### src/rtl/i2c_irq_pkg.sv
package i2c_irq_pkg;
  localparam int CODE_W = 4;

  typedef enum logic [CODE_W-1:0] {
    IRQ_NONE     = 4'd0,
    IRQ_ARB_LOST = 4'd1,
    IRQ_M_RX     = 4'd2,
    IRQ_M_TX     = 4'd3,
    IRQ_M_CMDACK = 4'd4,
    IRQ_S_RX     = 4'd5,
    IRQ_S_TX     = 4'd6
  } irq_code_e;

  function automatic logic is_rx_code(input logic [CODE_W-1:0] c);
    return (c == IRQ_M_RX) || (c == IRQ_S_RX);
  endfunction
endpackage

### src/rtl/irq_evt_fifo.sv
module irq_evt_fifo #(
  parameter int DEPTH = 4,
  parameter int W     = 4
) (
  input  logic         clk,
  input  logic         rst_n,
  input  logic         push,
  input  logic [W-1:0] wdata,
  input  logic         pop,
  output logic [W-1:0] rdata,
  output logic         empty,
  output logic         full,
  output logic         drop
);
  localparam int AW = (DEPTH > 1) ? $clog2(DEPTH) : 1;
  localparam int CW = $clog2(DEPTH + 1);

  logic [W-1:0]  mem_q [DEPTH];
  logic [AW-1:0] wr_q, wr_d, rd_q, rd_d;
  logic [CW-1:0] cnt_q, cnt_d;
  logic          do_push, do_pop;

  assign empty   = (cnt_q == '0);
  assign full    = (cnt_q == CW'(DEPTH));
  assign do_pop  = pop && !empty;
  assign do_push = push && (!full || do_pop);
  assign drop    = push && full && !do_pop;
  assign rdata   = mem_q[rd_q];

  always_comb begin
    wr_d  = wr_q;
    rd_d  = rd_q;
    cnt_d = cnt_q;
    if (do_push) wr_d = (wr_q == AW'(DEPTH - 1)) ? '0 : wr_q + 1'b1;
    if (do_pop)  rd_d = (rd_q == AW'(DEPTH - 1)) ? '0 : rd_q + 1'b1;
    case ({do_push, do_pop})
      2'b10:   cnt_d = cnt_q + 1'b1;
      2'b01:   cnt_d = cnt_q - 1'b1;
      default: cnt_d = cnt_q;
    endcase
  end

  always_ff @(posedge clk or negedge rst_n) begin
    if (!rst_n) begin
      wr_q  <= '0;
      rd_q  <= '0;
      cnt_q <= '0;
    end else begin
      wr_q  <= wr_d;
      rd_q  <= rd_d;
      cnt_q <= cnt_d;
    end
  end

  for (genvar g = 0; g < DEPTH; g++) begin : g_slot
    always_ff @(posedge clk) begin
      if (do_push && (wr_q == AW'(g))) mem_q[g] <= wdata;
    end
  end

  // the occupancy never goes beyond the storage
  a_r8_no_overflow: assert property (@(posedge clk) disable iff (!rst_n)
    cnt_q <= CW'(DEPTH));
  // a rejected event leaves the occupancy unchanged
  a_r8_drop_keeps_count: assert property (@(posedge clk) disable iff (!rst_n)
    drop |=> $stable(cnt_q));
endmodule

### src/rtl/irq_presenter.sv
module irq_presenter
  import i2c_irq_pkg::*;
(
  input  logic              clk,
  input  logic              rst_n,
  input  logic              rd,
  input  logic              q_empty,
  input  logic [CODE_W-1:0] q_head,
  input  logic              drop,
  output logic              pop,
  output logic              irq,
  output logic [CODE_W-1:0] code,
  output logic              ovf
);
  logic              vld_q, vld_d;
  logic [CODE_W-1:0] code_q, code_d;
  logic              ovf_q, ovf_d;
  logic              clr;

  assign clr = rd && vld_q;
  assign pop = !vld_q && !q_empty;

  always_comb begin
    vld_d  = vld_q;
    code_d = code_q;
    if (clr) begin
      vld_d  = 1'b0;
      code_d = '0;
    end else if (pop) begin
      vld_d  = 1'b1;
      code_d = q_head;
    end
    ovf_d = drop ? 1'b1 : (rd ? 1'b0 : ovf_q);
  end

  always_ff @(posedge clk or negedge rst_n) begin
    if (!rst_n) begin
      vld_q  <= 1'b0;
      code_q <= '0;
      ovf_q  <= 1'b0;
    end else begin
      vld_q  <= vld_d;
      code_q <= code_d;
      ovf_q  <= ovf_d;
    end
  end

  assign irq  = vld_q;
  assign code = code_q;
  assign ovf  = ovf_q;

  a_r4_read_clears: assert property (@(posedge clk) disable iff (!rst_n)
    rd && irq |=> !irq && (code == '0));
  a_r3_code_nonzero: assert property (@(posedge clk) disable iff (!rst_n)
    irq |-> (code != '0));
  a_r7_idle_read_quiet: assert property (@(posedge clk) disable iff (!rst_n)
    rd && !irq |=> $stable(code));
  a_r8_ovf_sets: assert property (@(posedge clk) disable iff (!rst_n)
    drop |=> ovf);
  a_r8_ovf_sticky: assert property (@(posedge clk) disable iff (!rst_n)
    ovf && !rd |=> ovf);
endmodule

### src/rtl/rx_data_sel.sv
module rx_data_sel #(
  parameter int DATA_W = 8
) (
  input  logic              clk,
  input  logic              rst_n,
  input  logic              load,
  input  logic              rd_rx,
  input  logic [DATA_W-1:0] shift_in,
  output logic [DATA_W-1:0] rx_out
);
  logic              sel_q, sel_d;
  logic [DATA_W-1:0] hold_q, hold_d;

  always_comb begin
    sel_d  = sel_q;
    hold_d = hold_q;
    if (load) begin
      sel_d  = 1'b1;
      hold_d = shift_in;
    end else if (rd_rx) begin
      sel_d = 1'b0;
    end
  end

  always_ff @(posedge clk or negedge rst_n) begin
    if (!rst_n) begin
      sel_q  <= 1'b0;
      hold_q <= '0;
    end else begin
      sel_q  <= sel_d;
      hold_q <= hold_d;
    end
  end

  assign rx_out = sel_q ? hold_q : shift_in;

  a_r10_capture: assert property (@(posedge clk) disable iff (!rst_n)
    load |=> rx_out == $past(shift_in));
  a_r11_release: assert property (@(posedge clk) disable iff (!rst_n)
    rd_rx && !load |=> rx_out == shift_in);
endmodule

### src/rtl/i2c_irq_status.sv
module i2c_irq_status
  import i2c_irq_pkg::*;
#(
  parameter int FIFO_DEPTH = 4,
  parameter int DATA_W     = 8
) (
  input  logic              clk,
  input  logic              rst_n,
  input  logic              evt_valid,
  input  logic [CODE_W-1:0] evt_code,
  input  logic              stat_rd,
  output logic [CODE_W-1:0] stat_code,
  output logic              stat_ovf,
  output logic              irq,
  input  logic [DATA_W-1:0] shift_in,
  input  logic              rxd_rd,
  output logic [DATA_W-1:0] rxd_out
);
  logic [1:0]        rst_sync_q;
  logic              rst_i_n;
  logic              q_push, q_pop, q_empty, q_full, q_drop;
  logic [CODE_W-1:0] q_head;
  logic              rx_load;

  always_ff @(posedge clk or negedge rst_n) begin
    if (!rst_n) rst_sync_q <= 2'b00;
    else        rst_sync_q <= {rst_sync_q[0], 1'b1};
  end
  assign rst_i_n = rst_sync_q[1];

  assign q_push = evt_valid && (evt_code != '0);

  irq_evt_fifo #(.DEPTH(FIFO_DEPTH), .W(CODE_W)) fifo_i (
    .clk(clk), .rst_n(rst_i_n), .push(q_push), .wdata(evt_code),
    .pop(q_pop), .rdata(q_head), .empty(q_empty), .full(q_full),
    .drop(q_drop)
  );

  irq_presenter pres_i (
    .clk(clk), .rst_n(rst_i_n), .rd(stat_rd), .q_empty(q_empty),
    .q_head(q_head), .drop(q_drop), .pop(q_pop), .irq(irq),
    .code(stat_code), .ovf(stat_ovf)
  );

  assign rx_load = stat_rd && irq && is_rx_code(stat_code);

  rx_data_sel #(.DATA_W(DATA_W)) rxsel_i (
    .clk(clk), .rst_n(rst_i_n), .load(rx_load), .rd_rx(rxd_rd),
    .shift_in(shift_in), .rx_out(rxd_out)
  );

  // a code handed out with another waiting leaves a one-cycle low gap
  a_r5_gap: assert property (@(posedge clk) disable iff (!rst_i_n)
    stat_rd && irq && !q_empty |=> !irq ##1 irq);
  // a zero code never enters the queue
  a_r6_zero_ignored: assert property (@(posedge clk) disable iff (!rst_i_n)
    evt_valid && (evt_code == '0) && !q_pop |=> $stable(q_empty));
  a_r8_full_unused: assert property (@(posedge clk) disable iff (!rst_i_n)
    q_drop |-> q_full);
endmodule

### config.mk
export PLATFORM = sky130hd
export DESIGN_NAME = i2c_irq_status
export DESIGN_NICKNAME = d
export VERILOG_FILES = /design/src/rtl/i2c_irq_pkg.sv /design/src/rtl/irq_evt_fifo.sv /design/src/rtl/irq_presenter.sv /design/src/rtl/rx_data_sel.sv /design/src/rtl/i2c_irq_status.sv
export SDC_FILE = /design/constraint.sdc
export NUM_CORES = 1
export LEC_CHECK = 0
export CAP_MARGIN = 20
export CORE_MARGIN = 3
export CORE_UTILIZATION = 55
export DETAILED_ROUTE_END_ITERATION = 16
export GPL_TIMING_DRIVEN = 0
export PLACE_DENSITY = 0.86
export SLEW_MARGIN = 20
export SYNTH_ARGS = -nofsm -noshare
export SYNTH_HDL_FRONTEND = slang
export SYNTH_SLANG_ARGS = --single-unit
### constraint.sdc
create_clock -name clk -period 2 [get_ports clk]
set_input_delay 0.4 -clock clk [delete_from_list [all_inputs] [get_ports clk]]
set_output_delay 0.4 -clock clk [all_outputs]
set_load 0.02 [all_outputs]
==> qor.yml <==
htreeDepth: 2
count_of_routing_violations_after_the_opening_detailed_route_iteration: 32
cts.root.buffer_cell: "sky130_fd_sc_hd__clkbuf_4"
detail_route.first_pass.iterations: 4
count_of_final_max_slew_check_failures: 0
grt_pass1_vias: 1212
min_period_ns: 1.93
clock_path_buffers: 2
fin_crit_sh: 0.967
synthTopCellsByCount: "24 x sky130_fd_sc_hd__dfrtp_1, 18 x sky130_fd_sc_hd__mux2_2, 16 x sky130_fd_sc_hd__edfxtp_1, 13 x sky130_fd_sc_hd__nand2_1"
rows: 20
flow.area_growth_from_synthesis_pct: 25.2
sequentialPowerShare: 0.441
grt-ovfl-total: 0
synth_enable_flop_cells: 16
path_clk_slew_ns: 0.12
p_sw_frac: 0.363
placed_cells_incl_taps: 209
dieHeight_um: 63.9
worst_slew_margin_rel: 0.408
synth_seq_area_share: 0.586
p_leak_nw: 0.932
vdd_drop_max_v: 0.000725
rsz0062_at_grt: "yes"
post_route_cells_drive_above_1_share: 0.309
synth.lib_cells_used.distinct: 35
floorplan.initialDensity: 0.590
maxCapViolations: 0
share_clk_of_total_power: 0.127
core_region_area_um2: 3130
pin_count: 31
finClkSkew_ns: 0.0110
timing.hold.worst.class: "primary input to async pin"
clock_sink_count: 40
tritoncts: "done"
net_switching_power_of_the_design_mw: 1.13
finalNonFillerCells: 222
hpwl_um: 2450
powerDensity_nw_per_um2: 1340
setup.worst_path.end_class: "flip-flop"
power.share.combinational: 0.432
dominant_cells_by_area_after_synthesis: "sky130_fd_sc_hd__dfrtp_1 33%, sky130_fd_sc_hd__edfxtp_1 26%, sky130_fd_sc_hd__mux2_2 11%"
detail_route.drc_violations: 0
power_mw: 3.10
postLayoutCellArea_um2: 2310
synth_area_um2: 1840
clk-insertion-delay-late_ns: 0.35
maxClockFrequency_mhz: 517
n_fill_cell: 211
netlist_instances: 135
die_width_um: 63.9
ys.warnings.count: 0
avgSynthCellArea_um2: 13.7
routed_wl_um: 3440
status: "completed"
async_sr_flop_fraction: 0.600
final-hold-violation-count: 0
worst_setup_path_start_kind: "flip-flop"
critical_path.max_fanout: 5
yosys_register_bits: 40
gpl.final_weighted_congestion: 0.727
design.die.area_um2: 4080
worst-endpoint-arrival_ns: 2.20
routed_wire_length_per_instance_um: 15.5
port-buffer-count: 30
timing.final.setup_violations: 0
maximum_number_of_pins_on_one_net_before_global_route_repair: 23
vias_per_cell: 5.41
post-synth-top-count-cell: "sky130_fd_sc_hd__dfrtp_1"
final_nets: 200
postSynth.topFlopCell: "sky130_fd_sc_hd__dfrtp_1"
tightest_slew_ns: 0.888
yosysTopAreaCell: "sky130_fd_sc_hd__dfrtp_1"
num_vias: 1201
synth_top_area_share: 0.326
syn-num-nets: 158
number_of_antenna_violations_at_the_first_check_in_global_routing: 0
worstPathRequired_ns: 2.26
grt_first_pass_wirelength_um: 5710
internal_power_mw: 1.98
drt.antenna.violating_nets: 0
cts_made_buffers: 5
gr-usage-all-layers: 0.186
criticalPathCategory: "flip-flop to flip-flop"
placed_area_um2: 2210
num_antenna_cells: 0
## sequential cells by signal (all words and copies together) (netlist names)
register,count
fifo_i.cnt_q,3
fifo_i.mem_q,16
fifo_i.rd_q,2
fifo_i.wr_q,2
pres_i.code,4
pres_i.irq,1
pres_i.ovf,1
rst_sync_q,2
rxsel_i.hold_q,8
rxsel_i.sel_q,1
## cell families after synthesis
family | count (synthesis) | synth area share
flip-flops | 40 | 0.586
AND/OR/NAND/NOR | 34 | 0.0902
multiplexers | 23 | 0.164
AO/OA/AOI/OAI | 18 | 0.0807
buffers and inverters | 12 | 0.0271
adder cells (fa/ha/maj) | 6 | 0.0448
other | 1 | 0.00203
XOR/XNOR | 1 | 0.00475
## repair_timing
action | in CTS | in global routing
hold buffers | 0 | 0
cloned | 0 | 0
resized for setup | 18 | 13
endpoints found under the setup margin | 26 | 16
setup buffers | 5 | 3
pin swaps | 3 | 3
## layer usage
layer	vias to the layer above	track usage	part of all wire
met4	0	0.0674	0.017
met2	38	0.326	0.52
met3	8	0.0668	0.064
li1	568	-	-
met5	-	0	0
met1	587	0.205	0.40
## stage by stage
| stage | utilization | setup WS [ns] | hold slack (ns) | setup TNS [ns] |
|---|---|---|---|---|
| 2_1_floorplan | - | -0.214 | 0.104 | -0.276 |
| 3_3_place_gp | 0.706 | -0.915 | 0.339 | -8.89 |
| 3_5_place_dp | 0.706 | -0.983 | 0.353 | -10.39 |
| 4_1_cts | 0.729 | -0.000803 | 0.179 | -0.000803 |
| 5_1_grt | 0.738 | -0.0531 | 0.168 | -0.0531 |
| 6_report | 0.738 | 0.0655 | 0.194 | 0 |
## power groups by stage
stage / combinational, mW / clock (mW) / sequential (mW)
after floorplan: 0.877 / 0 / 1.35
after global placement: 1.24 / 0 / 1.31
after detailed placement: 1.31 / 0 / 1.35
after CTS: 1.31 / 0.399 / 1.35
after global routing: 1.49 / 0.434 / 1.40
final: 1.34 / 0.393 / 1.37
## layout make-up
class / instances / area [um^2] / area share
plain buffers: 2 / 15.0 / 0.00650
clock buffers: 6 / 41.3 / 0.0179
clock inverters: 2 / 11.3 / 0.00488
inverters: 7 / 26.3 / 0.0114
multi-input cells: 83 / 742 / 0.321
flip-flops and latches: 40 / 1090 / 0.470
well taps: 44 / 55.1 / 0.0238
repair buffers: 38 / 333 / 0.144
## cells in the final DEF, fill, tap and decap left out, types with 2 or more instances in the layout
cell / synthesis / final
sky130_fd_sc_hd__dfrtp_1: 24 / 20
sky130_fd_sc_hd__mux2_2: 18 / 18
sky130_fd_sc_hd__clkdlybuf4s50_1: 0 / 18
sky130_fd_sc_hd__edfxtp_1: 16 / 16
sky130_fd_sc_hd__nand2_1: 13 / 12
sky130_fd_sc_hd__dlygate4sd2_1: 0 / 8
sky130_fd_sc_hd__inv_1: 7 / 7
sky130_fd_sc_hd__o21ai_0: 7 / 7
sky130_fd_sc_hd__buf_4: 1 / 7
sky130_fd_sc_hd__nor2_1: 7 / 6
sky130_fd_sc_hd__ha_1: 5 / 5
sky130_fd_sc_hd__clkbuf_4: 0 / 5
sky130_fd_sc_hd__and2_1: 4 / 4
sky130_fd_sc_hd__mux4_2: 4 / 4
sky130_fd_sc_hd__dfrtp_2: 0 / 4
sky130_fd_sc_hd__clkbuf_2: 0 / 3
sky130_fd_sc_hd__clkbuf_1: 3 / 2
sky130_fd_sc_hd__nand3b_1: 2 / 2
sky130_fd_sc_hd__nand3_1: 2 / 2
## path summary, 6_finish.rpt
check / slack (ns) / cells after the start / from / endpoint
max: 0.07 / 7 / pres_i.irq$_DFFE_PN0P_ / fifo_i.cnt_q[2]$_DFFE_PN0P_
max reg2reg: 0.07 / 7 / pres_i.irq$_DFFE_PN0P_ / fifo_i.cnt_q[2]$_DFFE_PN0P_
min: 0.19 / 1 / rst_n / rst_sync_q[1]$_DFF_PN0_
min in group clk: 0.32 / 1 / evt_code[0] / fifo_i.mem_q[1][0]$_DFFE_PP_
max in group asynchronous: 1.01 / 0 / rst_sync_q[1]$_DFF_PN0_ / fifo_i.cnt_q[2]$_DFFE_PN0P_
min reg2reg: 0.38 / 0 / rst_sync_q[1]$_DFF_PN0_ / pres_i.code[0]$_DFFE_PN0P_
## worst max-delay path: stages, from the launching register on
cell and delay (ns):
sky130_fd_sc_hd__dfrtp_1 0.41, sky130_fd_sc_hd__buf_6 0.14, sky130_fd_sc_hd__nor2_4 0.14, sky130_fd_sc_hd__nand2_2 0.08
sky130_fd_sc_hd__fa_2 0.42, sky130_fd_sc_hd__or4_4 0.48, sky130_fd_sc_hd__o31a_1 0.11, sky130_fd_sc_hd__o211ai_1 0.07
Power figures use the tool's default switching activity.
